### src/rtl/chain_readback_seq.sv
module chain_readback_seq #(
  parameter int MAX_DEV    = 8,
  parameter int CLK_PER_US = 100,
  localparam int FPD  = 12,
  localparam int NFR  = MAX_DEV * FPD,
  localparam int IDXW = $clog2(NFR),
  localparam int SUMW = $clog2(MAX_DEV * 6 * 4095 + 1)
) (
  input  logic            clk,
  input  logic            rst_n,
  input  logic            start,
  input  logic [3:0]      num_dev,
  input  logic [1:0]      acq_code,
  input  logic [1:0]      avg_code,
  output logic            xfer_req,
  output logic [31:0]     xfer_tx,
  input  logic            xfer_done,
  input  logic [31:0]     xfer_rx,
  output logic            res_valid,
  output logic [IDXW-1:0] res_idx,
  output logic [31:0]     res_frame,
  output logic [3:0]      res_chan,
  output logic [11:0]     res_data,
  output logic [SUMW-1:0] cell_sum,
  output logic            cycle_done,
  output logic            cycle_err
);
  localparam int NSW  = $clog2(2585 * 96 + MAX_DEV * 250 + 6000);
  localparam int DIVW = (CLK_PER_US > 1) ? $clog2(CLK_PER_US) : 1;
  localparam logic [31:0] RD_WORD = 32'hF800030A;

  typedef enum logic [2:0] {S_IDLE, S_WPTR, S_WCTL, S_WAIT, S_READ, S_EMIT, S_FIN} st_t;

  function automatic logic [7:0] crc_rem(input logic [21:0] v);
    logic [7:0] r;
    r = 8'h00;
    for (int i = 21; i >= 0; i--)
      r = {r[6:0], v[i]} ^ (r[7] ? 8'h2F : 8'h00);
    return r;
  endfunction

  function automatic logic [31:0] mk_write(input logic [5:0] ra, input logic [7:0] val);
    logic [20:0] body;
    body = {5'd0, ra, val, 1'b1, 1'b0};
    return {body, crc_rem({1'b0, body}), 3'b010};
  endfunction

  st_t             state;
  logic [1:0]      avg_q;
  logic [NSW-1:0]  tgt_q, el_ns;
  logic [DIVW-1:0] div_cnt;
  logic [IDXW-1:0] idx, last_q;
  logic [31:0]     frame_q;
  logic [SUMW-1:0] acc, sum_q;
  logic            err_q;

  logic [3:0]      nd_eff;
  logic [NSW-1:0]  tacq, conv_ns, tgt_next;
  logic [SUMW-1:0] add;
  logic            crc_ok, tick;

  assign nd_eff = (num_dev == 4'd0) ? 4'd1 :
                  (int'(num_dev) > MAX_DEV) ? 4'(MAX_DEV) : num_dev;

  always_comb begin
    case (acq_code)
      2'd0:    tacq = NSW'(465);
      2'd1:    tacq = NSW'(1010);
      2'd2:    tacq = NSW'(1460);
      default: tacq = NSW'(1890);
    endcase
    conv_ns  = ((tacq + NSW'(695)) * NSW'(FPD)) << avg_code;
    tgt_next = conv_ns - tacq + NSW'(nd_eff - 4'd1) * NSW'(250) + NSW'(5000);
  end

  assign crc_ok = crc_rem(xfer_rx[31:10]) == xfer_rx[9:2];
  assign tick   = div_cnt == DIVW'(CLK_PER_US - 1);
  assign add    = (frame_q[26:23] <= 4'd5) ? SUMW'(frame_q[22:11]) : '0;

  always_ff @(posedge clk or negedge rst_n) begin
    if (!rst_n) begin
      state   <= S_IDLE;
      avg_q   <= '0;
      tgt_q   <= '0;
      el_ns   <= '0;
      div_cnt <= '0;
      idx     <= '0;
      last_q  <= '0;
      frame_q <= '0;
      acc     <= '0;
      sum_q   <= '0;
      err_q   <= 1'b0;
    end else begin
      case (state)
        S_IDLE: if (start) begin
          avg_q  <= avg_code;
          tgt_q  <= tgt_next;
          last_q <= IDXW'(int'(nd_eff) * FPD - 1);
          idx    <= '0;
          acc    <= '0;
          err_q  <= 1'b0;
          state  <= S_WPTR;
        end
        S_WPTR: if (xfer_done) state <= S_WCTL;
        S_WCTL: if (xfer_done) begin
          div_cnt <= '0;
          el_ns   <= '0;
          state   <= S_WAIT;
        end
        S_WAIT: begin
          if (tick) begin
            div_cnt <= '0;
            el_ns   <= el_ns + NSW'(1000);
            if (el_ns + NSW'(1000) >= tgt_q) state <= S_READ;
          end else begin
            div_cnt <= div_cnt + DIVW'(1);
          end
        end
        S_READ: if (xfer_done) begin
          if (crc_ok) begin
            frame_q <= xfer_rx;
            state   <= S_EMIT;
          end else begin
            err_q <= 1'b1;
            state <= S_FIN;
          end
        end
        S_EMIT: begin
          acc <= acc + add;
          if (idx == last_q) begin
            sum_q <= acc + add;
            state <= S_FIN;
          end else begin
            idx   <= idx + IDXW'(1);
            state <= S_READ;
          end
        end
        default: state <= S_IDLE;
      endcase
    end
  end

  assign xfer_req   = (state == S_WPTR) || (state == S_WCTL) || (state == S_READ);
  assign xfer_tx    = (state == S_WPTR) ? mk_write(6'h1C, 8'h00) :
                      (state == S_WCTL) ? mk_write(6'h0D, {4'b0000, 1'b1, avg_q, 1'b0}) :
                      RD_WORD;
  assign res_valid  = state == S_EMIT;
  assign res_idx    = idx;
  assign res_frame  = frame_q;
  assign res_chan   = frame_q[26:23];
  assign res_data   = frame_q[22:11];
  assign cell_sum   = sum_q;
  assign cycle_done = state == S_FIN;
  assign cycle_err  = (state == S_FIN) && err_q;

  assert_tx_hold_R2: assert property (@(posedge clk) disable iff (!rst_n)
    xfer_req && !xfer_done |=> xfer_req && $stable(xfer_tx));

  assert_idx_range_R5: assert property (@(posedge clk) disable iff (!rst_n)
    res_valid |-> res_idx <= last_q);

  assert_emit_follows_R6: assert property (@(posedge clk) disable iff (!rst_n)
    (state == S_READ) && xfer_done && crc_ok |=> res_valid && !xfer_req);

  assert_done_pulse_R7: assert property (@(posedge clk) disable iff (!rst_n)
    cycle_done |=> !cycle_done);

  assert_err_abort_R7: assert property (@(posedge clk) disable iff (!rst_n)
    (state == S_READ) && xfer_done && !crc_ok |=> cycle_done && cycle_err);

  assert_sum_change_R8: assert property (@(posedge clk) disable iff (!rst_n)
    !$stable(cell_sum) |-> cycle_done && !cycle_err);

  assert_fin_start_R9: assert property (@(posedge clk) disable iff (!rst_n)
    cycle_done && start |=> !xfer_req);
endmodule

### config.mk
export PLATFORM = sky130hd
export DESIGN_NAME = chain_readback_seq
export DESIGN_NICKNAME = d
export VERILOG_FILES = /design/src/rtl/chain_readback_seq.sv
export SDC_FILE = /design/constraint.sdc
export NUM_CORES = 1
export LEC_CHECK = 0
export ABC_CLOCK_PERIOD_IN_PS = 4800
export BUFFER_PORTS_ARGS = -buffer_cell sky130_fd_sc_hd__buf_4
export CORE_MARGIN = 2
export CORE_UTILIZATION = 44
export CTS_CLUSTER_DIAMETER = 100
export CTS_CLUSTER_SIZE = 40
export DETAILED_ROUTE_END_ITERATION = 10
export GPL_ROUTABILITY_DRIVEN = 0
export PLACE_DENSITY = 0.66
export REMOVE_ABC_BUFFERS = 1
export SLEW_MARGIN = 0
export SYNTH_ARGS = -nofsm -noshare
export SYNTH_HDL_FRONTEND = slang
export SYNTH_SLANG_ARGS = --single-unit
### constraint.sdc
create_clock -name clk -period 4.8 [get_ports clk]
set_input_delay 0.96 -clock clk [delete_from_list [all_inputs] [get_ports clk]]
set_output_delay 0.96 -clock clk [all_outputs]
set_load 0.005 [all_outputs]
==> flow_summary.json <==
{
  "met3_length_um": 929,
  "fin_crit_ns": 6.175,
  "critPathSlowestCell": "fa_1",
  "core_um2": 22500,
  "syn_to_final_growth_pct": 29.62,
  "wire_per_inst_um": 15.51,
  "nets": 1401,
  "h-tree-depth": 4,
  "clock_latency_ns": 0.43,
  "drc": 0,
  "grt_usage_pct": 19.80,
  "synth_cells": 1029,
  "fin_crit_sh_pct": 128.7,
  "hold_violations": 0,
  "crit_top_cell": "fa_1",
  "finalWirelength_um": 23750,
  "power_frac_seq_pct": 13.7,
  "clk_pin_slew_ns": 0.06,
  "fin_util_pct": 57.79,
  "synth_seq_area_share_pct": 31.68,
  "numClockSinks": 127,
  "clock_path_buffers": 2,
  "peakVddDrop_uv": 1296,
  "maxSlewViolCount": 0,
  "worstPathArrival_ns": 6.47,
  "violations": "setup timing",
  "dr.pass1.iters": 5,
  "intPower_w": 0.005870,
  "netlist_top_cells_area": "dfrtp_1 32%, ha_1 12%, xnor2_1 5.6%, fa_1 5.0%, mux2_4 4.5%",
  "synthFlopType": "dfrtp_1",
  "vias": 7884,
  "power.density_nw_per_um2": 774.1,
  "antenna_cells": 0,
  "cp_max_fo": 4,
  "drive_gt1_share_pct": 32.50,
  "grt_setup_unrepaired": "true",
  "drt_iter0_markers": 360,
  "die_y_um": 155.0,
  "synth_top_area_share_pct": 31.68,
  "die_x_um": 155.0,
  "avgSynthCellArea_um2": 9.749,
  "fp-row-count": 55,
  "synth-warning-count": 0,
  "dpl.hpwl_um": 16860,
  "wl_met1_um": 10780,
  "status": "finished with violations",
  "antenna_found_initial": 0,
  "start_util_pct": 44.58,
  "io_buffer_count": 138,
  "grt-ovfl-total": 0,
  "clkPwrFrac_pct": 12.4,
  "first_global_vias": 7935,
  "top_layer_used": "met4",
  "power_w": 0.01007,
  "worstHoldPathType": "reg -> reg",
  "grt_start_max_net_pins": 128,
  "synth_largest_area_cell": "dfrtp_1",
  "cpPeakStageDelay_ns": 0.52,
  "pin_count": 153,
  "ys_types": 60,
  "ant_nets": 0,
  "die_area_um2": 24020,
  "met2_length_um": 11720,
  "p_leak_nw": 6.468,
  "cts_tree": "yes",
  "cap_viol_max_count": 0,
  "max_slew_margin_pct": 39.01,
  "synth-edff-count": 0,
  "ys_seq_elements": 127,
  "fmax_mhz": 161.9,
  "worst_pin_slew_ns": 0.9115,
  "end_kind": "flop",
  "synthArstFlopShare_pct": 100.0,
  "worstSetupPathType": "in -> reg",
  "mappedNetlistArea_um2": 10030,
  "setup_violations": 12,
  "worstSetupStartpointType": "input port",
  "grt_pass1_wl_um": 38870,
  "combPwrFrac_pct": 73.9,
  "power_switching_w": 0.004197,
  "cts_made_buffers": 17,
  "worst_clock_skew_ns": 0.01123,
  "cts_root_buf": "clkbuf_16",
  "cp_data_required_time_ns": 5.10,
  "cts_hold_buf": 0,
  "setup_ws_ns": -1.375,
  "switching_share_pct": 41.69,
  "avgViaCountPerCell": 5.150
}
==> cell type report <==
class	instances	area [um^2]
timing repair buffer	231	1792
multi-input combinational	762	6740
clock buffer	20	466.7
sequential	127	3178
fill	1920	9499
tap	285	356.6
clock inverter	12	110.1
inverter	94	360.3
==> sequential cells by signal, summed over array words and instances, names as in the netlist <==
signal	flops
avg_q	2
el_ns	15
state	3
res_frame	32
tgt_q	18
last_q	6
cell_sum	18
acc	18
div_cnt	7
res_idx	7
err_q	1
==> Yosys cell counts, types with 2 or more instances <==
cell and n:
a2111oi_0 2, a211oi_1 6, a21o_1 12, a21oi_1 47
a22o_1 26, a31o_2 2, a31oi_1 3, and2_1 21
and3_1 8, buf_1 3, buf_4 38, buf_6 3
clkbuf_1 26, conb_1 2, dfrtp_1 127, fa_1 25
ha_1 99, inv_1 93, mux2_2 15, mux2_4 30
mux2i_1 14, nand2_1 75, nand2b_1 8, nand3_1 15
nand3b_1 4, nand4_1 8, nor2_1 53, nor2b_1 9
nor3_1 10, nor3b_1 3, nor4b_1 3, o211ai_1 3
o21a_1 6, o21ai_0 68, o21bai_1 7, o221ai_1 2
o31ai_1 9, o41ai_1 3, or2_2 6, or3_1 7
or4_1 2, xnor2_1 64, xnor3_1 7, xor2_1 39
==> critical path, delay by kind of cell <==
kind,cells,cell delay (ns)
simple gates,3,0.62
fa+ha+maj,9,3.02
compound gates,9,1.11
xor+xnor,3,0.44
buf+inv,6,0.32
==> final timing paths <==
path / from / endpoint / slack [ns] / cells past startpoint
max: num_dev[1] / tgt_q[17] / -1.38 / 30
min: avg_q[1] / avg_q[1] / 0.47 / 2
max reg2reg: el_ns[6] / res_frame[0] / 0.73 / 13
min reg2reg: avg_q[1] / avg_q[1] / 0.47 / 2
max in group asynchronous: rst_n / div_cnt[6] / 3.64 / 2
min in group asynchronous: rst_n / acc[16] / 0.63 / 2
==> what timing repair did <==
item	CTS	global route
pin swaps	55	43
setup endpoints to repair	13	13
buffers inserted	11	3
gates resized for setup	75	48
==> power groups by stage <==
stage,registers (W),clock network (W),logic [W]
after floorplan,0.00136,0,0.00334
after global placement,0.00139,0,0.00527
after detailed placement,0.00139,0,0.00536
after CTS,0.00137,0.00127,0.00650
after global routing,0.00140,0.00132,0.00817
final,0.00137,0.00125,0.00744
==> layer usage <==
layer	up-vias	track usage (%)
met2	188	34.67
li1	3868	-
met4	0	5.688
met1	3803	25.26
met3	25	3.259
met5	-	0
==> layout by cell type, fill, tap and decap left out, types with 15 or more instances in the layout <==
cell / n
ha_1: 73
xnor2_1: 56
xor2_1: 39
nor2_1: 47
mux2_2: 15
nand2_1: 74
ha_4: 20
dfrtp_1: 127
fa_1: 24
and2_1: 21
o21ai_0: 60
inv_1: 79
buf_4: 219
a21oi_1: 35
clkbuf_16: 17
a22o_1: 26
mux2_4: 30
conb_1: 26
==> stage by stage <==
| stage | cell area, um^2 | TNS [ns] | hold slack (ns) | setup slack, ns | instances |
|---|---|---|---|---|---|
| final | 13000 | -11.86 | 0.4739 | -1.375 | 1531 |
| after floorplan | 9694 | -22.40 | 0.4379 | -2.304 | 983 |
| after global placement | 11720 | -21.29 | 0.4550 | -2.148 | 1488 |
| after CTS | 12740 | -12.00 | 0.4776 | -1.362 | 1530 |
| after detailed placement | 11720 | -21.82 | 0.4636 | -2.189 | 1488 |
| after global routing | 13000 | -14.34 | 0.4943 | -1.664 | 1531 |
==> cells by family after synthesis <==
family / Yosys count / synth area share [%]
other: 2 / 0.07486
and+or+nand+nor: 236 / 11.64
DFF: 127 / 31.68
AOI/OAI and AO/OA: 205 / 12.96
muxes: 59 / 7.570
xor gates and xnor gates: 112 / 10.96
adders and majority gates: 124 / 17.34
buffers and inverters: 164 / 7.782
Note: power is estimated with default switching activity, not from simulation.
